--- config.mk ---
export PLATFORM = sky130hd
export DESIGN_NAME = ehalt_dvfs_seq
export DESIGN_NICKNAME = d
export VERILOG_FILES = /design/src/rtl/ehalt_pkg.sv /design/src/rtl/ehalt_entry_gate.sv /design/src/rtl/ehalt_step_fsm.sv /design/src/rtl/ehalt_opp_hold.sv /design/src/rtl/ehalt_snoop_path.sv /design/src/rtl/ehalt_dvfs_seq.sv
export SDC_FILE = /design/constraint.sdc
export NUM_CORES = 1
export LEC_CHECK = 0
export ABC_CLOCK_PERIOD_IN_PS = 1660
export BUFFER_PORTS_ARGS = -buffer_cell sky130_fd_sc_hd__buf_2
export CAP_MARGIN = 10
export CORE_ASPECT_RATIO = 0.5
export CORE_MARGIN = 4
export CORE_UTILIZATION = 45
export DETAILED_ROUTE_END_ITERATION = 10
export PLACE_DENSITY = 0.82
export SYNTH_ARGS = -nofsm -noshare
export SYNTH_HDL_FRONTEND = slang
export SYNTH_HIERARCHICAL = 1
export SYNTH_SLANG_ARGS = --single-unit
--- constraint.sdc ---
create_clock -name clk -period 1.66 [get_ports clk]
set_input_delay 0 -clock clk [delete_from_list [all_inputs] [get_ports clk]]
set_output_delay 0 -clock clk [all_outputs]
set_load 0.05 [all_outputs]
--- src/rtl/ehalt_pkg.sv ---
package ehalt_pkg;

  typedef enum logic [2:0] {
    ST_RUN   = 3'd0,
    ST_ENT_R = 3'd1,
    ST_ENT_V = 3'd2,
    ST_LOW   = 3'd3,
    ST_EXT_V = 3'd4,
    ST_EXT_R = 3'd5
  } ehalt_st_e;

  // state groups used by the datapath and the controller
  function automatic logic is_entry(input ehalt_st_e s);
    return (s == ST_ENT_R) || (s == ST_ENT_V);
  endfunction

  function automatic logic ratio_is_low(input ehalt_st_e s);
    return (s == ST_ENT_R) || (s == ST_ENT_V) || (s == ST_LOW) || (s == ST_EXT_V);
  endfunction

  function automatic logic vid_is_low(input ehalt_st_e s);
    return (s == ST_ENT_V) || (s == ST_LOW);
  endfunction

  function automatic logic ratio_step(input ehalt_st_e s);
    return (s == ST_ENT_R) || (s == ST_EXT_R);
  endfunction

  function automatic logic vid_step(input ehalt_st_e s);
    return (s == ST_ENT_V) || (s == ST_EXT_V);
  endfunction

endpackage

--- src/rtl/ehalt_entry_gate.sv ---
module ehalt_entry_gate #(
  parameter int NUM_THREADS = 2
) (
  input  logic                   cfg_en,
  input  logic [NUM_THREADS-1:0] halted,
  output logic                   all_halted,
  output logic                   entry_ok
);
  logic [NUM_THREADS:0] chain;

  assign chain[0] = 1'b1;
  for (genvar g = 0; g < NUM_THREADS; g++) begin : g_and
    assign chain[g+1] = chain[g] & halted[g];
  end

  assign all_halted = chain[NUM_THREADS];
  assign entry_ok   = all_halted & cfg_en;
endmodule

--- src/rtl/ehalt_step_fsm.sv ---
module ehalt_step_fsm
  import ehalt_pkg::*;
(
  input  logic clk,
  input  logic rst_n,
  input  logic entry_ok,
  input  logic break_evt,
  input  logic pll_ack,
  input  logic vr_ack,
  output logic capture,
  output logic run_ph,
  output logic ratio_low_ph,
  output logic vid_low_ph,
  output logic ratio_req,
  output logic vid_req,
  output logic busy,
  output logic in_low
);
  ehalt_st_e st_q, st_d;
  logic      pend_q;
  logic      go_exit;

  assign go_exit = pend_q | break_evt;

  always_comb begin
    st_d = st_q;
    unique case (st_q)
      ST_RUN:   if (entry_ok && !break_evt) st_d = ST_ENT_R;
      ST_ENT_R: if (pll_ack) st_d = go_exit ? ST_EXT_R : ST_ENT_V;
      ST_ENT_V: if (vr_ack)  st_d = go_exit ? ST_EXT_V : ST_LOW;
      ST_LOW:   if (break_evt) st_d = ST_EXT_V;
      ST_EXT_V: if (vr_ack)  st_d = ST_EXT_R;
      ST_EXT_R: if (pll_ack) st_d = ST_RUN;
      default:  st_d = ST_RUN;
    endcase
  end

  always_ff @(posedge clk or negedge rst_n) begin
    if (!rst_n) begin
      st_q   <= ST_RUN;
      pend_q <= 1'b0;
    end else begin
      st_q   <= st_d;
      pend_q <= is_entry(st_d) ? go_exit : 1'b0;
    end
  end

  assign capture      = (st_q == ST_RUN) && (st_d == ST_ENT_R);
  assign run_ph       = (st_q == ST_RUN);
  assign ratio_low_ph = ratio_is_low(st_q);
  assign vid_low_ph   = vid_is_low(st_q);
  assign ratio_req    = ratio_step(st_q);
  assign vid_req      = vid_step(st_q);
  assign busy         = ratio_req | vid_req;
  assign in_low       = (st_q == ST_LOW);

  AST_ONE_REQ: assert property (@(posedge clk) disable iff (!rst_n)
    $onehot0({ratio_req, vid_req}));
  AST_HOLD_RATIO: assert property (@(posedge clk) disable iff (!rst_n)
    (ratio_req && !pll_ack) |=> ratio_req);
  AST_HOLD_VID: assert property (@(posedge clk) disable iff (!rst_n)
    (vid_req && !vr_ack) |=> vid_req);
endmodule

--- src/rtl/ehalt_opp_hold.sv ---
module ehalt_opp_hold #(
  parameter int RATIO_W = 6,
  parameter int VID_W   = 6
) (
  input  logic               clk,
  input  logic               rst_n,
  input  logic               capture,
  input  logic               run_ph,
  input  logic               ratio_low_ph,
  input  logic               vid_low_ph,
  input  logic [RATIO_W-1:0] nom_ratio,
  input  logic [VID_W-1:0]   nom_vid,
  input  logic [RATIO_W-1:0] low_ratio,
  input  logic [VID_W-1:0]   low_vid,
  output logic [RATIO_W-1:0] sav_ratio,
  output logic [VID_W-1:0]   sav_vid,
  output logic [RATIO_W-1:0] tgt_ratio,
  output logic [VID_W-1:0]   tgt_vid,
  output logic [RATIO_W-1:0] ratio_out,
  output logic [VID_W-1:0]   vid_out
);
  always_ff @(posedge clk or negedge rst_n) begin
    if (!rst_n) begin
      sav_ratio <= '0;
      sav_vid   <= '0;
      tgt_ratio <= '0;
      tgt_vid   <= '0;
    end else if (capture) begin
      sav_ratio <= nom_ratio;
      sav_vid   <= nom_vid;
      tgt_ratio <= low_ratio;
      tgt_vid   <= low_vid;
    end
  end

  always_comb begin
    if (run_ph)            ratio_out = nom_ratio;
    else if (ratio_low_ph) ratio_out = tgt_ratio;
    else                   ratio_out = sav_ratio;
    if (run_ph)            vid_out = nom_vid;
    else if (vid_low_ph)   vid_out = tgt_vid;
    else                   vid_out = sav_vid;
  end
endmodule

--- src/rtl/ehalt_snoop_path.sv ---
module ehalt_snoop_path (
  input  logic clk,
  input  logic rst_n,
  input  logic req,
  output logic ack
);
  always_ff @(posedge clk or negedge rst_n) begin
    if (!rst_n) ack <= 1'b0;
    else        ack <= req;
  end

  AST_SNOOP_SERVED: assert property (@(posedge clk) disable iff (!rst_n)
    req |=> ack);
endmodule

--- src/rtl/ehalt_dvfs_seq.sv ---
module ehalt_dvfs_seq #(
  parameter int NUM_THREADS = 2,
  parameter int RATIO_W     = 6,
  parameter int VID_W       = 6
) (
  input  logic                   clk,
  input  logic                   rst_n,
  input  logic                   cfg_ehalt_en,
  input  logic [NUM_THREADS-1:0] thread_halted,
  input  logic                   break_evt,
  input  logic [RATIO_W-1:0]     nom_ratio,
  input  logic [VID_W-1:0]       nom_vid,
  input  logic [RATIO_W-1:0]     low_ratio,
  input  logic [VID_W-1:0]       low_vid,
  input  logic                   pll_ack,
  input  logic                   vr_ack,
  input  logic                   snoop_req,
  output logic [RATIO_W-1:0]     core_ratio_sel,
  output logic [VID_W-1:0]       vid_code,
  output logic                   ratio_req,
  output logic                   vid_req,
  output logic                   busy,
  output logic                   in_ehalt,
  output logic                   snoop_ack
);
  logic               all_halted, entry_ok;
  logic               capture, run_ph, ratio_low_ph, vid_low_ph;
  logic [RATIO_W-1:0] sav_ratio, tgt_ratio;
  logic [VID_W-1:0]   sav_vid, tgt_vid;

  ehalt_entry_gate #(.NUM_THREADS(NUM_THREADS)) u_gate (
    .cfg_en(cfg_ehalt_en), .halted(thread_halted),
    .all_halted(all_halted), .entry_ok(entry_ok)
  );

  ehalt_step_fsm u_fsm (
    .clk(clk), .rst_n(rst_n), .entry_ok(entry_ok), .break_evt(break_evt),
    .pll_ack(pll_ack), .vr_ack(vr_ack), .capture(capture), .run_ph(run_ph),
    .ratio_low_ph(ratio_low_ph), .vid_low_ph(vid_low_ph),
    .ratio_req(ratio_req), .vid_req(vid_req), .busy(busy), .in_low(in_ehalt)
  );

  ehalt_opp_hold #(.RATIO_W(RATIO_W), .VID_W(VID_W)) u_opp (
    .clk(clk), .rst_n(rst_n), .capture(capture), .run_ph(run_ph),
    .ratio_low_ph(ratio_low_ph), .vid_low_ph(vid_low_ph),
    .nom_ratio(nom_ratio), .nom_vid(nom_vid),
    .low_ratio(low_ratio), .low_vid(low_vid),
    .sav_ratio(sav_ratio), .sav_vid(sav_vid),
    .tgt_ratio(tgt_ratio), .tgt_vid(tgt_vid),
    .ratio_out(core_ratio_sel), .vid_out(vid_code)
  );

  ehalt_snoop_path u_snoop (
    .clk(clk), .rst_n(rst_n), .req(snoop_req), .ack(snoop_ack)
  );

  AST_ENTRY_GATED: assert property (@(posedge clk) disable iff (!rst_n)
    (busy && !$past(busy) && !$past(in_ehalt)) |-> $past(entry_ok));
  AST_PARTIAL_NO_START: assert property (@(posedge clk) disable iff (!rst_n)
    (!busy && !in_ehalt && !all_halted) |=> !in_ehalt);
  AST_RATIO_BEFORE_VID: assert property (@(posedge clk) disable iff (!rst_n)
    ((busy || in_ehalt) && vid_code != sav_vid) |-> core_ratio_sel == tgt_ratio);
  AST_VID_BEFORE_RATIO: assert property (@(posedge clk) disable iff (!rst_n)
    (busy && core_ratio_sel != tgt_ratio) |-> vid_code == sav_vid);
endmodule

**After elaboration in Yosys (flattened, before gate mapping)**

Index checks and enable logic that the tools add are counted.
Widths: inputs -> output; s select.

- Register bits after elaboration: 29
- Input port bits: 33
- Output and inout port bits: 17
- Word-level logic and storage cells: 43

- Equal/unequal tests: 7
- Muxes and demuxes: 14
- Bitwise logic cells: 4
- Reduce and logical (&&, ||, !) cells: 11

Operator list:

| operator | count |
|---|---|
| $mux 3 | 8 |
| $mux 6 | 4 |
| $pmux 3 s6 | 1 |
| $eq 3x2->1 const B | 3 |
| $logic_or 1x1->1 | 7 |
| $eq 3x1->1 const B | 2 |
| $eq 3x3->1 const B | 2 |
| $logic_not 3->1 | 1 |
| $and 1x1->1 | 2 |
| $logic_and 1x1->1 | 2 |
| $or 1x1->1 | 2 |
| $logic_not 1->1 | 1 |
| $mux 1 | 1 |

**Longest topological paths before layout**

- Depth after elaboration: 8
- Gate-level depth with buffers: 6
- Gate-level depth less buffers: 4

**By module**

Netlist, hierarchy kept.

Modules (own cells, without submodules):

| module | instances | cells an instance | area an instance (um^2) | seq. area each (um^2) |
|---|---|---|---|---|
| ehalt_opp_hold | 1 | 91 | 1241.2 | 600.6 |
| ehalt_step_fsm | 1 | 43 | 337.8 | 100.1 |
| ehalt_snoop_path | 1 | 1 | 25.0 | 25.0 |
| ehalt_entry_gate | 1 | 2 | 12.5 | 0.0 |

**Worst setup path before layout**

No wires, ideal clock.

- Path kind: reg2out
- From: reg u_fsm.st_q[2]
- To: out vid_code[0]
- Arrival time: 2113 ps
- Required time: 1660 ps
- Path slack: -453 ps
- Stages on the path, launching flop included: 7
- Path buffers: 2
- Cells stage by stage: dfrtp_1 > buf_4 > nand2b_1 > inv_1 > buf_2 > mux2i_1 > o21ai_0

- Cells in the longest elaborated chain, start to end: 4
- Elaborated cells on any way between the ends: 6
- Those cells by class: 2 x eq/ne; 2 x mux; 2 x reduce/logical

RTL lines:

| element | line | text |
|---|---|---|
| from (decl) | ehalt_step_fsm.sv:19 | `ehalt_st_e st_q, st_d;` |
| from (signal assigned) | ehalt_step_fsm.sv:43 | `st_q <= st_d;` |
| $eq 3x2->1 | ehalt_pkg.sv:22 | `return (s == ST_ENT_V) \|\| (s == ST_LOW);` |
| $logic_or 1x1->1 (*) | ehalt_pkg.sv:22 |  |
| named net vid_low_ph | ehalt_dvfs_seq.sv:27 | `logic capture, run_ph, ratio_low_ph, vid_low_ph;` |
| $mux 6 (*) | ehalt_opp_hold.sv:41 | `else if (vid_low_ph) vid_out = tgt_vid;` |
| $mux 6 (*) | ehalt_opp_hold.sv:40 | `if (run_ph) vid_out = nom_vid;` |
| to (decl) | ehalt_dvfs_seq.sv:19 | `output logic [VID_W-1:0] vid_code,` |

Mark *: on every way through the listed nets, which the timed path passes. The rest lies on a longest branch.

**Final worst setup path**

Same ends and word-level chain as after synthesis.

==> results.md <==
- Pin count of the biggest net entering global routing: 30
- Number of DRC markers in iteration 0: 68
- Total internal power: 0.003161 W
- Clock tree from TritonCTS: yes
- Count of max-cap constraint violations: 0
- Overflow after GRT: 0
- Proportion of power drawn by the clock network: 0.131
- Number of logic stages on the critical path including buffering: 5
- Met2 Resource Use GR: 0.3421
- Count of antenna diodes in the layout: 0
- Hold-critical path endpoint: u_fsm/pend_q$_DFF_PN0_
- Final Hold Vio Count: 0
- Pre-Repair DR Iteration Count: 4
- Routed WL: 5027 um
- Horizontal extent of the die: 92.60 um
- Number of nets in the layout: 256
- Setup WS post-layout: -0.1155 ns
- Root Buffer Master: clkbuf_8
- Unrepaired setup endpoints after global routing: yes
- Crit Path Max Fanout: 8
- Worst path buffer plus inverter count: 2
- Result of the run: finished with violations
- Number of endpoints failing setup at the final stage: 12
- Clock edge transition at the registers on the reported setup and hold paths: 0.06 ns
- Average size of a mapped cell: 11.84 um2
- Io pins: 50
- Ordered list of cells on the worst path: nand2b_2 -> inv_6 -> mux2i_2 -> o21ai_2 -> buf_6
- Category of cells accounting for the largest share of critical-path delay: flip-flops
- Crit path kind: reg2out
- Hold WC Path Type: in2reg
- Syn-to-layout area delta: 54.31%
- Highest ir drop seen on vdd: 0.001089 V
- Critical path's slowest cell: dfrtp_1
- Clock insertion delay at the later pin of the skew report: 0.29 ns
- Timing-limited maximum frequency: 0.5632 GHz
- Die outline area: 4658 um2
- Final weighted congestion of routability-driven global placement: 0.8295
- Count of input and output buffers: 49
- R2R setup slack: 0 ns
- Total negative setup slack: -0.6658 ns
- Core outline area: 3435 um2
- Number of antenna-violating nets in the routed design: 0
- Launching point of the worst reg2reg path: u_fsm/st_q[2]$_DFF_PN0_
- Number of clock sinks: 29
- Vias after detailed routing: 1454
- Number of global-route vias before repair: 1449
- Post-detailed-route DRC marker count: 0
- Via density per instance: 5.287
- Layout cells sized above 1: 0.5000
- Reported leakage power: 1.179 nW
- Slowest Stage Delay on Critical Path: 0.46 ns
- Post-synth net total: 169
- Antenna violations before repair: 0
- Critical Path Source Type: flop
- Gr busiest metal: met2
- Clock buffers created by TritonCTS: 5
- Relative slew slack: 0.5740
- Yosys warning count: 6
- Violated checks: negative setup slack
- GRT Resource Usage Total: 0.2028
- Wire length per cell after detailed routing: 18.28 um
- Worst path arrival time: 1.78 ns
- Max Transition Viols Final: 0
- Beginning of the critical path: u_fsm/st_q[2]$_DFF_PN0_
- Global-route wire length before repair: 7072 um
- Fraction of power spent switching nets: 0.4621
- Crit path time final: 1.776 ns
- Met1 Track Usage GR: 0.2394
- Register share of total power: 0.223
- Mapped cell area: 1610 um2
- Vertical die dimension: 50.30 um
- Worst Clk Skew: 0.007571 ns
- Reported net switching power: 0.002715 W
- Fill cell instance count of the final layout: 208
- Required time worst endpoint: 1.66 ns
- Worst hold-check slack: 0.02871 ns
- Final worst-path cycle share: 1.070
- Critical hold path startpoint: vr_ack
- Clock buffer depth: 2
- Number of cells on the worst reg-to-reg path: 4
- RR Endpoint: u_opp/sav_ratio[1]$_DFFE_PN0P_
- Cell Rows: 15
- Gate Count Post-Synth: 136
- H-tree depth: 2
- Crit. End Element: primary output
- Fraction of met3 tracks used by global routing: 0.06287
- Power density cells: 2365 nW/um2
- Detailed-placement wirelength estimate: 2566 um
- Initial Util: 0.4689
- Combinational group share of total power: 0.646
- Depth of the worst hold-timing path: 4
- Transition time at the pin with the least slew margin: 0.6391 ns
==> sequential cells by signal (all words and copies together), names as in the netlist <==
name,count
u_opp/sav_vid,6
u_opp/tgt_ratio,6
u_opp/tgt_vid,6
u_fsm/pend_q,1
u_opp/sav_ratio,6
u_snoop/ack,1
u_fsm/st_q,3
==> worst min-delay path: cells and delay by family <==
kind / cells / cell delay [ns]
buffers and inverters: 1 / 0.09
muxes: 1 / 0.06
and+or+nand+nor: 2 / 0.12
==> cell usage in the layout (no fill, tap or decap), types with 2 or more instances in the layout <==
cell type / n
a21oi_1: 3
and3_1: 2
buf_2: 36
buf_4: 10
buf_6: 16
clkbuf_8: 6
dfrtp_1: 28
dlygate4sd3_1: 26
mux2_2: 4
mux2_4: 20
mux2i_1: 11
mux2i_2: 2
nand2_1: 13
nand2_2: 2
nand2b_1: 2
nor2_1: 4
o21ai_0: 2
o21ai_1: 9
o21ai_2: 4
o22ai_1: 2
==> how the worst max path moves through the flow <==
stage | endpoint | slack (ns)
2_1_floorplan | core_ratio_sel[3] | -0.16
3_3_place_gp | u_opp/sav_ratio[1]$_DFFE_PN0P_ | 0.19
3_5_place_dp | u_opp/sav_ratio[2]$_DFFE_PN0P_ | 0.14
4_1_cts | core_ratio_sel[1] | -0.004
5_1_grt | vid_code[3] | -0.16
6_report | vid_code[0] | -0.12
==> cell type report <==
cell class                 instances  area (um2)  area share
multi-input combinational         96       838.3      0.3374
timing repair buffer              90       730.7      0.2941
sequential                        29       726.9      0.2925
clock buffer                       7       86.33     0.03474
tap                               51       63.81     0.02568
clock inverter                     1       30.03     0.01208
inverter                           1       8.758    0.003525
==> power groups by stage <==
stage                     sequential [W]  clock (W)  combinational, W
after floorplan                  0.00119          0           0.00234
after global placement           0.00124          0           0.00280
after detailed placement         0.00126          0           0.00286
after CTS                        0.00127   0.000771           0.00316
after global routing             0.00134   0.000810           0.00394
final                            0.00131   0.000773           0.00380
==> metal layers <==
layer,vias up,wire length [um]
met5,-,0
met4,0,114
met3,14,296
met2,67,2437
met1,724,2179
li1,649,-
==> per-stage QoR <==
step           cells  utilization  setup WS, ns  area (um2)  total power [W]
2_1_floorplan    136            -       -0.1587        1614         0.003529
3_3_place_gp     232       0.5508        0.1913        1892         0.004039
3_5_place_dp     232       0.5508        0.1384        1892         0.004121
4_1_cts          267       0.6794     -0.004110        2333         0.005202
5_1_grt          275       0.7235       -0.1586        2485         0.006092
6_report         275       0.7235       -0.1155        2485         0.005877
==> what timing repair did <==
item                                    CTS  global route
setup buffers                             1             6
endpoints found under the setup margin   13            14
cloned                                    0             2
hold endpoints to repair                 54             0
resized for setup                        21            31
hold buffers                             26             0
pin swaps                                 0             1
No activity file was read; power rests on OpenSTA's default activity.
